<file path="src/rtl/enab_pkg.sv">
package enab_pkg;
  typedef enum logic [1:0] {
    SEL_NONE = 2'd0,
    SEL_LVL  = 2'd1,
    SEL_SRC  = 2'd2,
    SEL_POL  = 2'd3
  } reg_sel_e;
endpackage

</file>
<file path="src/rtl/enab_rst_sync.sv">
module enab_rst_sync #(
  parameter int STAGES = 2
) (
  input  logic clk,
  input  logic rst_n,
  output logic rst_n_s
);
  logic [STAGES-1:0] shift_q;
  logic [STAGES-1:0] shift_d;

  always_comb begin
    shift_d = {shift_q[STAGES-2:0], 1'b1};
  end

  always_ff @(posedge clk or negedge rst_n) begin
    if (!rst_n) shift_q <= '0;
    else        shift_q <= shift_d;
  end

  assign rst_n_s = shift_q[STAGES-1];
endmodule

</file>
<file path="src/rtl/enab_cfg_regs.sv">
module enab_cfg_regs
  import enab_pkg::*;
#(
  parameter int          NUM_PINS = 6,
  parameter int          ADDR_W   = 8,
  parameter int          DATA_W   = 8,
  parameter logic [7:0]  LVL_ADDR = 8'h90,
  parameter logic [7:0]  SRC_ADDR = 8'h91,
  parameter logic [7:0]  POL_ADDR = 8'h92
) (
  input  logic                clk,
  input  logic                rst_n,
  input  logic                rst_n_s,
  input  logic                wr_en,
  input  logic [ADDR_W-1:0]   wr_addr,
  input  logic [DATA_W-1:0]   wr_data,
  output logic [NUM_PINS-1:0] lvl_q,
  output logic [NUM_PINS-1:0] src_q,
  output logic [NUM_PINS-1:0] pol_q,
  output logic [NUM_PINS-1:0] lvl_nx,
  output logic [NUM_PINS-1:0] src_nx,
  output logic [NUM_PINS-1:0] pol_nx
);
  reg_sel_e            sel;
  logic                lvl_ce, src_ce, pol_ce;
  logic [NUM_PINS-1:0] load_val;

  always_comb begin
    sel = SEL_NONE;
    if (wr_en) begin
      if (wr_addr == LVL_ADDR[ADDR_W-1:0])      sel = SEL_LVL;
      else if (wr_addr == SRC_ADDR[ADDR_W-1:0]) sel = SEL_SRC;
      else if (wr_addr == POL_ADDR[ADDR_W-1:0]) sel = SEL_POL;
    end
  end

  // Clock enables: a decoded write, or the synchronised reset that clears
  always_comb begin
    lvl_ce   = (sel == SEL_LVL) || !rst_n_s;
    src_ce   = (sel == SEL_SRC) || !rst_n_s;
    pol_ce   = (sel == SEL_POL) || !rst_n_s;
    load_val = rst_n_s ? wr_data[NUM_PINS-1:0] : '0;
  end

  // Values the registers will hold after this edge
  always_comb begin
    lvl_nx = lvl_ce ? load_val : lvl_q;
    src_nx = src_ce ? load_val : src_q;
    pol_nx = pol_ce ? load_val : pol_q;
  end

  always_ff @(posedge clk or negedge rst_n) begin
    if (!rst_n) begin
      lvl_q <= '0;
      src_q <= '0;
      pol_q <= '0;
    end else begin
      if (lvl_ce) lvl_q <= load_val;
      if (src_ce) src_q <= load_val;
      if (pol_ce) pol_q <= load_val;
    end
  end
endmodule

</file>
<file path="src/rtl/enab_pin_mux.sv">
module enab_pin_mux #(
  parameter int NUM_PINS = 6
) (
  input  logic                clk,
  input  logic [NUM_PINS-1:0] lvl,
  input  logic [NUM_PINS-1:0] src,
  input  logic [NUM_PINS-1:0] pol,
  input  logic [NUM_PINS-1:0] auto_en,
  output logic [NUM_PINS-1:0] pin_q
);
  logic [NUM_PINS-1:0] pin_d;

  for (genvar i = 0; i < NUM_PINS; i++) begin : g_pin
    logic chosen;
    always_comb begin
      chosen   = src[i] ? lvl[i] : auto_en[i];
      pin_d[i] = chosen ^ pol[i];
    end
  end

  // No reset: the line keeps tracking the sequencer while reset is held
  always_ff @(posedge clk) begin
    pin_q <= pin_d;
  end
endmodule

</file>
<file path="src/rtl/enab_port_ctrl.sv">
module enab_port_ctrl #(
  parameter int NUM_PINS = 6,
  parameter int ADDR_W   = 8,
  parameter int DATA_W   = 8
) (
  input  logic              clk,
  input  logic              rst_n,
  input  logic              wr_en,
  input  logic [ADDR_W-1:0] wr_addr,
  input  logic [DATA_W-1:0] wr_data,
  input  logic [5:0]        auto_en,
  output logic [5:0]        en_o
);
  localparam int SYNC_STAGES = 2;

  logic                rst_n_s;
  logic [NUM_PINS-1:0] lvl_q, src_q, pol_q;
  logic [NUM_PINS-1:0] lvl_nx, src_nx, pol_nx;
  logic [NUM_PINS-1:0] pin_q;

  enab_rst_sync #(.STAGES(SYNC_STAGES)) u_rst (
    .clk     (clk),
    .rst_n   (rst_n),
    .rst_n_s (rst_n_s)
  );

  enab_cfg_regs #(
    .NUM_PINS (NUM_PINS),
    .ADDR_W   (ADDR_W),
    .DATA_W   (DATA_W)
  ) u_cfg (
    .clk     (clk),
    .rst_n   (rst_n),
    .rst_n_s (rst_n_s),
    .wr_en   (wr_en),
    .wr_addr (wr_addr),
    .wr_data (wr_data),
    .lvl_q   (lvl_q),
    .src_q   (src_q),
    .pol_q   (pol_q),
    .lvl_nx  (lvl_nx),
    .src_nx  (src_nx),
    .pol_nx  (pol_nx)
  );

  enab_pin_mux #(.NUM_PINS(NUM_PINS)) u_mux (
    .clk     (clk),
    .lvl     (lvl_nx),
    .src     (src_nx),
    .pol     (pol_nx),
    .auto_en (auto_en[NUM_PINS-1:0]),
    .pin_q   (pin_q)
  );

  assign en_o = pin_q;
endmodule

</file>
<file path="config.mk">
export PLATFORM = sky130hd
export DESIGN_NAME = enab_port_ctrl
export DESIGN_NICKNAME = d
export VERILOG_FILES = /design/src/rtl/enab_pkg.sv /design/src/rtl/enab_rst_sync.sv /design/src/rtl/enab_cfg_regs.sv /design/src/rtl/enab_pin_mux.sv /design/src/rtl/enab_port_ctrl.sv
export SDC_FILE = /design/constraint.sdc
export NUM_CORES = 1
export LEC_CHECK = 0
export ABC_AREA = 1
export BUFFER_PORTS_ARGS = -buffer_cell sky130_fd_sc_hd__buf_2
export CAP_MARGIN = 30
export CORE_MARGIN = 4
export CORE_UTILIZATION = 30
export DETAILED_ROUTE_END_ITERATION = 16
export GPL_ROUTABILITY_DRIVEN = 1
export PLACE_DENSITY_LB_ADDON = 0.15
export RECOVER_POWER = 100
export SKIP_CTS_REPAIR_TIMING = 1
export SLEW_MARGIN = 20
export SYNTH_ARGS = -nofsm -noshare
export SYNTH_HDL_FRONTEND = slang
export SYNTH_SLANG_ARGS = --single-unit
</file>
<file path="constraint.sdc">
create_clock -name clk -period 1.4 [get_ports clk]
set_input_delay 0.14 -clock clk [delete_from_list [all_inputs] [get_ports clk]]
set_output_delay 0.14 -clock clk [all_outputs]
set_load 0.005 [all_outputs]
</file>
==> impl_metrics.py <==
metrics = {
    "detailed_routing": {
        "vias_per_cell": 4.312,
        "routed_vias": 1259,
        "route.detailed.wl_per_inst_microns": 11.42,
        "remaining_drc_errors": 0,
        "detailedRoute.firstIterationViolations": 57,
        "route.final.wire_length_microns": 3334,
        "drt-pass1-iter-count": 4,
        "antenna_left": 0,
    },
    "die": {
        "floorplan.die_area_sq_um": 6256,
        "die_height_microns": 79.10,
        "coreArea_sq_um": 4817,
        "placementRows": 25,
        "die_width_microns": 79.10,
        "initial_core_util": 0.3148,
        "floorplan.io_pins": 31,
    },
    "yosys": {
        "syn_inst": 186,
        "netlist_top_cells_count": "sky130_fd_sc_hd__nand2_1, sky130_fd_sc_hd__nand3_1, sky130_fd_sc_hd__dfrtp_1, sky130_fd_sc_hd__inv_1, sky130_fd_sc_hd__nand2_2",
        "synth.avg_cell_area_sq_um": 8.153,
        "post-synth-top-area-cell": "sky130_fd_sc_hd__dfrtp_1",
        "ys_dominant_reg_cell": "sky130_fd_sc_hd__dfrtp_1",
        "ys_warn_count": 0,
        "netlist.area_leader.share": 0.3300,
        "number_of_enable_type_register_cells_in_the_synthesized_netlist": 0,
        "async_reset_ff_frac": 0.7692,
        "post_synth_main_area_contributors": "sky130_fd_sc_hd__dfrtp_1, sky130_fd_sc_hd__nand2_1, sky130_fd_sc_hd__nand3_1, sky130_fd_sc_hd__dfxtp_1, sky130_fd_sc_hd__nand3_2",
        "synth.cell_area_sq_um": 1516,
        "most_used_standard_cell_by_instance_count_after_synthesis": "sky130_fd_sc_hd__nand2_1",
        "syn_nets": 211,
        "yosysUniqueCellTypes": 21,
        "seq_area_frac_synth": 0.4092,
        "ys_ff_latch": 26,
    },
    "critical_path": {
        "cp_slowest_stage_delay_ns": 0.40,
        "cp-startpoint": "u_rst.shift_q[1]",
        "crit_slowest_cell": "sky130_fd_sc_hd__dfrtp_2",
        "crit_chain": "buf_12 > nand2_1 > inv_1 > nand4_1 > nand2_2 > nand2_1 > nand3_1 > nand2_1",
        "worstPathBufferInverterCount": 2,
        "worst_ep_arrival_time_ns": 1.45,
        "worstSetupStartpointType": "register",
        "timing.reg2reg.worst_path_depth": 8,
        "cp_data_required_time_ns": 1.58,
        "crit_type": "register to register",
        "critical-path-top-delay-family": "simple AND/OR/NAND/NOR gates",
        "critical_path_depth": 8,
        "worstPathMaxFanout": 11,
        "critPathCaptureType": "register",
        "crit_path_frequent_cell": "sky130_fd_sc_hd__nand2_1",
        "worstReg2RegStart": "u_rst.shift_q[1]",
    },
    "clocking": {
        "clock_tree.buffer_depth": 2,
        "clock-sinks": 26,
        "worst_skew_pair.late_latency_ns": 0.27,
        "cts_buffers": 3,
        "clockRootBuffer": "sky130_fd_sc_hd__clkbuf_8",
        "clk_pin_slew_worst_paths_ns": 0.10,
        "cts_max_level": 1,
        "tritoncts_clock_tree": "yes",
    },
    "timing": {
        "worstMarginPinSlew_ns": 0.5196,
        "maxClockFrequency_mhz": 790.2,
        "final.min_clock_period_ns": 1.265,
        "final_report_hold_violation_count": 0,
        "finalWorstSetupSlack_ns": 0.1346,
        "slew_violations": 0,
        "skew_ns": 0.001356,
        "grt_setup_unrepaired": "false",
        "max-slew-margin-rel": 0.6536,
        "fin_tns_setup_ns": 0,
        "final-setup-viol-count": 0,
        "final.period_utilization": 0.9039,
    },
    "pwr": {
        "clockPowerShare": 0.386,
        "power_frac_comb": 0.138,
        "power.leakage_nw": 1.024,
        "internal-power_mw": 1.261,
        "power.sequential.fraction": 0.475,
        "power_per_cell_area_nw_per_um2": 872.5,
        "peakVddDrop_mv": 0.3865,
        "power_switching_mw": 0.3860,
        "p_sw_frac": 0.2343,
    },
    "grt": {
        "grt_util_met3": 0.02608,
        "antenna_found_initial": 0,
        "use_met2": 0.1911,
        "busiest_layer": "met2",
        "grt_util_met1": 0.1549,
        "globalRouteTotalUtil": 0.1176,
        "grt_pass1_wl_microns": 5789,
        "grt.overflow.total": 0,
        "via_count_of_the_first_global_routing_pass": 1282,
        "grt_start_max_net_pins": 23,
    },
    "placed_design": {
        "place_ws_ns": -0.05192,
        "global_placement_routability_congestion": 0.7684,
        "port-buffer-count": 28,
        "dp_hpwl_microns": 2434,
    },
    "outcome": {
        "run_status": "finished, final reports clean",
    },
    "job": {
        "cap_violations": 0,
    },
    "hold_path": {
        "hold_path_start": "auto_en[2]",
        "hold_path.class": "primary input to register",
        "min_path_cells": 4,
    },
    "finish": {
        "finalNetCount": 251,
        "ratio_of_cells_with_drive_above_1_in_the_final_layout": 0.3067,
        "number_of_antenna_repair_diodes": 0,
        "syn_to_final_growth_pct": 24.50,
    },
}
## layer usage
layer | wire [microns] | share of wire | vias to the layer above
met3 | 178 | 0.053 | 4
met4 | 38 | 0.011 | 0
met2 | 1575 | 0.47 | 23
li1 | - | - | 680
met1 | 1541 | 0.46 | 552
met5 | 0 | 0 | -
## worst register-to-register path: stages (launching register included)
cell and delay (ns):
sky130_fd_sc_hd__dfrtp_2 0.40, sky130_fd_sc_hd__buf_12 0.14, sky130_fd_sc_hd__nand2_1 0.06, sky130_fd_sc_hd__inv_1 0.09, sky130_fd_sc_hd__nand4_1 0.18, sky130_fd_sc_hd__nand2_2 0.13, sky130_fd_sc_hd__nand2_1 0.06, sky130_fd_sc_hd__nand3_1 0.06
sky130_fd_sc_hd__nand2_1 0.05
## placed cells by master (no fill, tap or decap), drive strengths merged
master | synthesis | routed
dlygate4sd3 | 0 | 1
clkbuf | 0 | 7
conb | 1 | 1
nand3b | 7 | 7
xor2 | 1 | 1
clkinv | 1 | 1
nand3 | 44 | 44
nand4 | 6 | 6
dfxtp | 6 | 6
nand2 | 71 | 71
inv | 19 | 19
bufinv | 0 | 1
nor2 | 5 | 5
dfrtp | 20 | 20
buf | 5 | 35
## power groups by stage
stage / clock (mW) / sequential [mW] / combinational [mW]
3_3_place_gp: 0 / 0.797 / 0.222
4_1_cts: 0.653 / 0.783 / 0.222
3_5_place_dp: 0 / 0.798 / 0.221
5_1_grt: 0.689 / 0.787 / 0.258
6_report: 0.636 / 0.783 / 0.228
2_1_floorplan: 0 / 0.799 / 0.120
## final timing paths
kind / slack, ns / end
worst min-delay path: 0.17 / u_mux.pin_q[2]
worst max-delay path: 0.13 / u_mux.pin_q[1]
max in group asynchronous: 0.66 / u_rst.shift_q[1]
worst max register to register: 0.13 / u_mux.pin_q[1]
min in group asynchronous: 0.36 / u_cfg.src_q[0]
worst min register to register: 0.36 / u_rst.shift_q[1]
## cell type report
cell class / count / area (sq um)
Fill cell: 527 / 2929
Multi-Input combinational cell: 135 / 758.2
Sequential cell: 26 / 621.8
Timing Repair Buffer: 40 / 272.8
Tap cell: 67 / 83.83
Inverter: 20 / 80.08
Clock buffer: 3 / 41.29
Clock inverter: 1 / 30.03
## stage by stage
| stage | instance area (sq um) | utilization | cells | power [mW] | hold slack, ns |
|---|---|---|---|---|---|
| 2_1_floorplan | 1516 | - | 186 | 0.9188 | -0.1556 |
| 3_3_place_gp | 1793 | 0.3722 | 284 | 1.019 | 0.1252 |
| 3_5_place_dp | 1793 | 0.3722 | 284 | 1.019 | 0.1245 |
| 4_1_cts | 1864 | 0.3870 | 288 | 1.658 | -0.1842 |
| 5_1_grt | 1888 | 0.3919 | 292 | 1.734 | 0.1796 |
| 6_report | 1888 | 0.3919 | 292 | 1.647 | 0.1720 |
## cells by family after synthesis
family,synth area share
buffers and inverters,0.07426
other,0.002473
XOR/XNOR,0.01815
flip-flops,0.4092
AND/OR/NAND/NOR,0.4959
## sequential cells by signal, indices dropped and copies added, names as in the netlist
| register | flops |
|---|---|
| u_cfg.lvl_q | 6 |
| u_cfg.pol_q | 6 |
| u_mux.pin_q | 6 |
| u_cfg.src_q | 6 |
| u_rst.shift_q | 2 |
(Power assumes the default switching activity.)
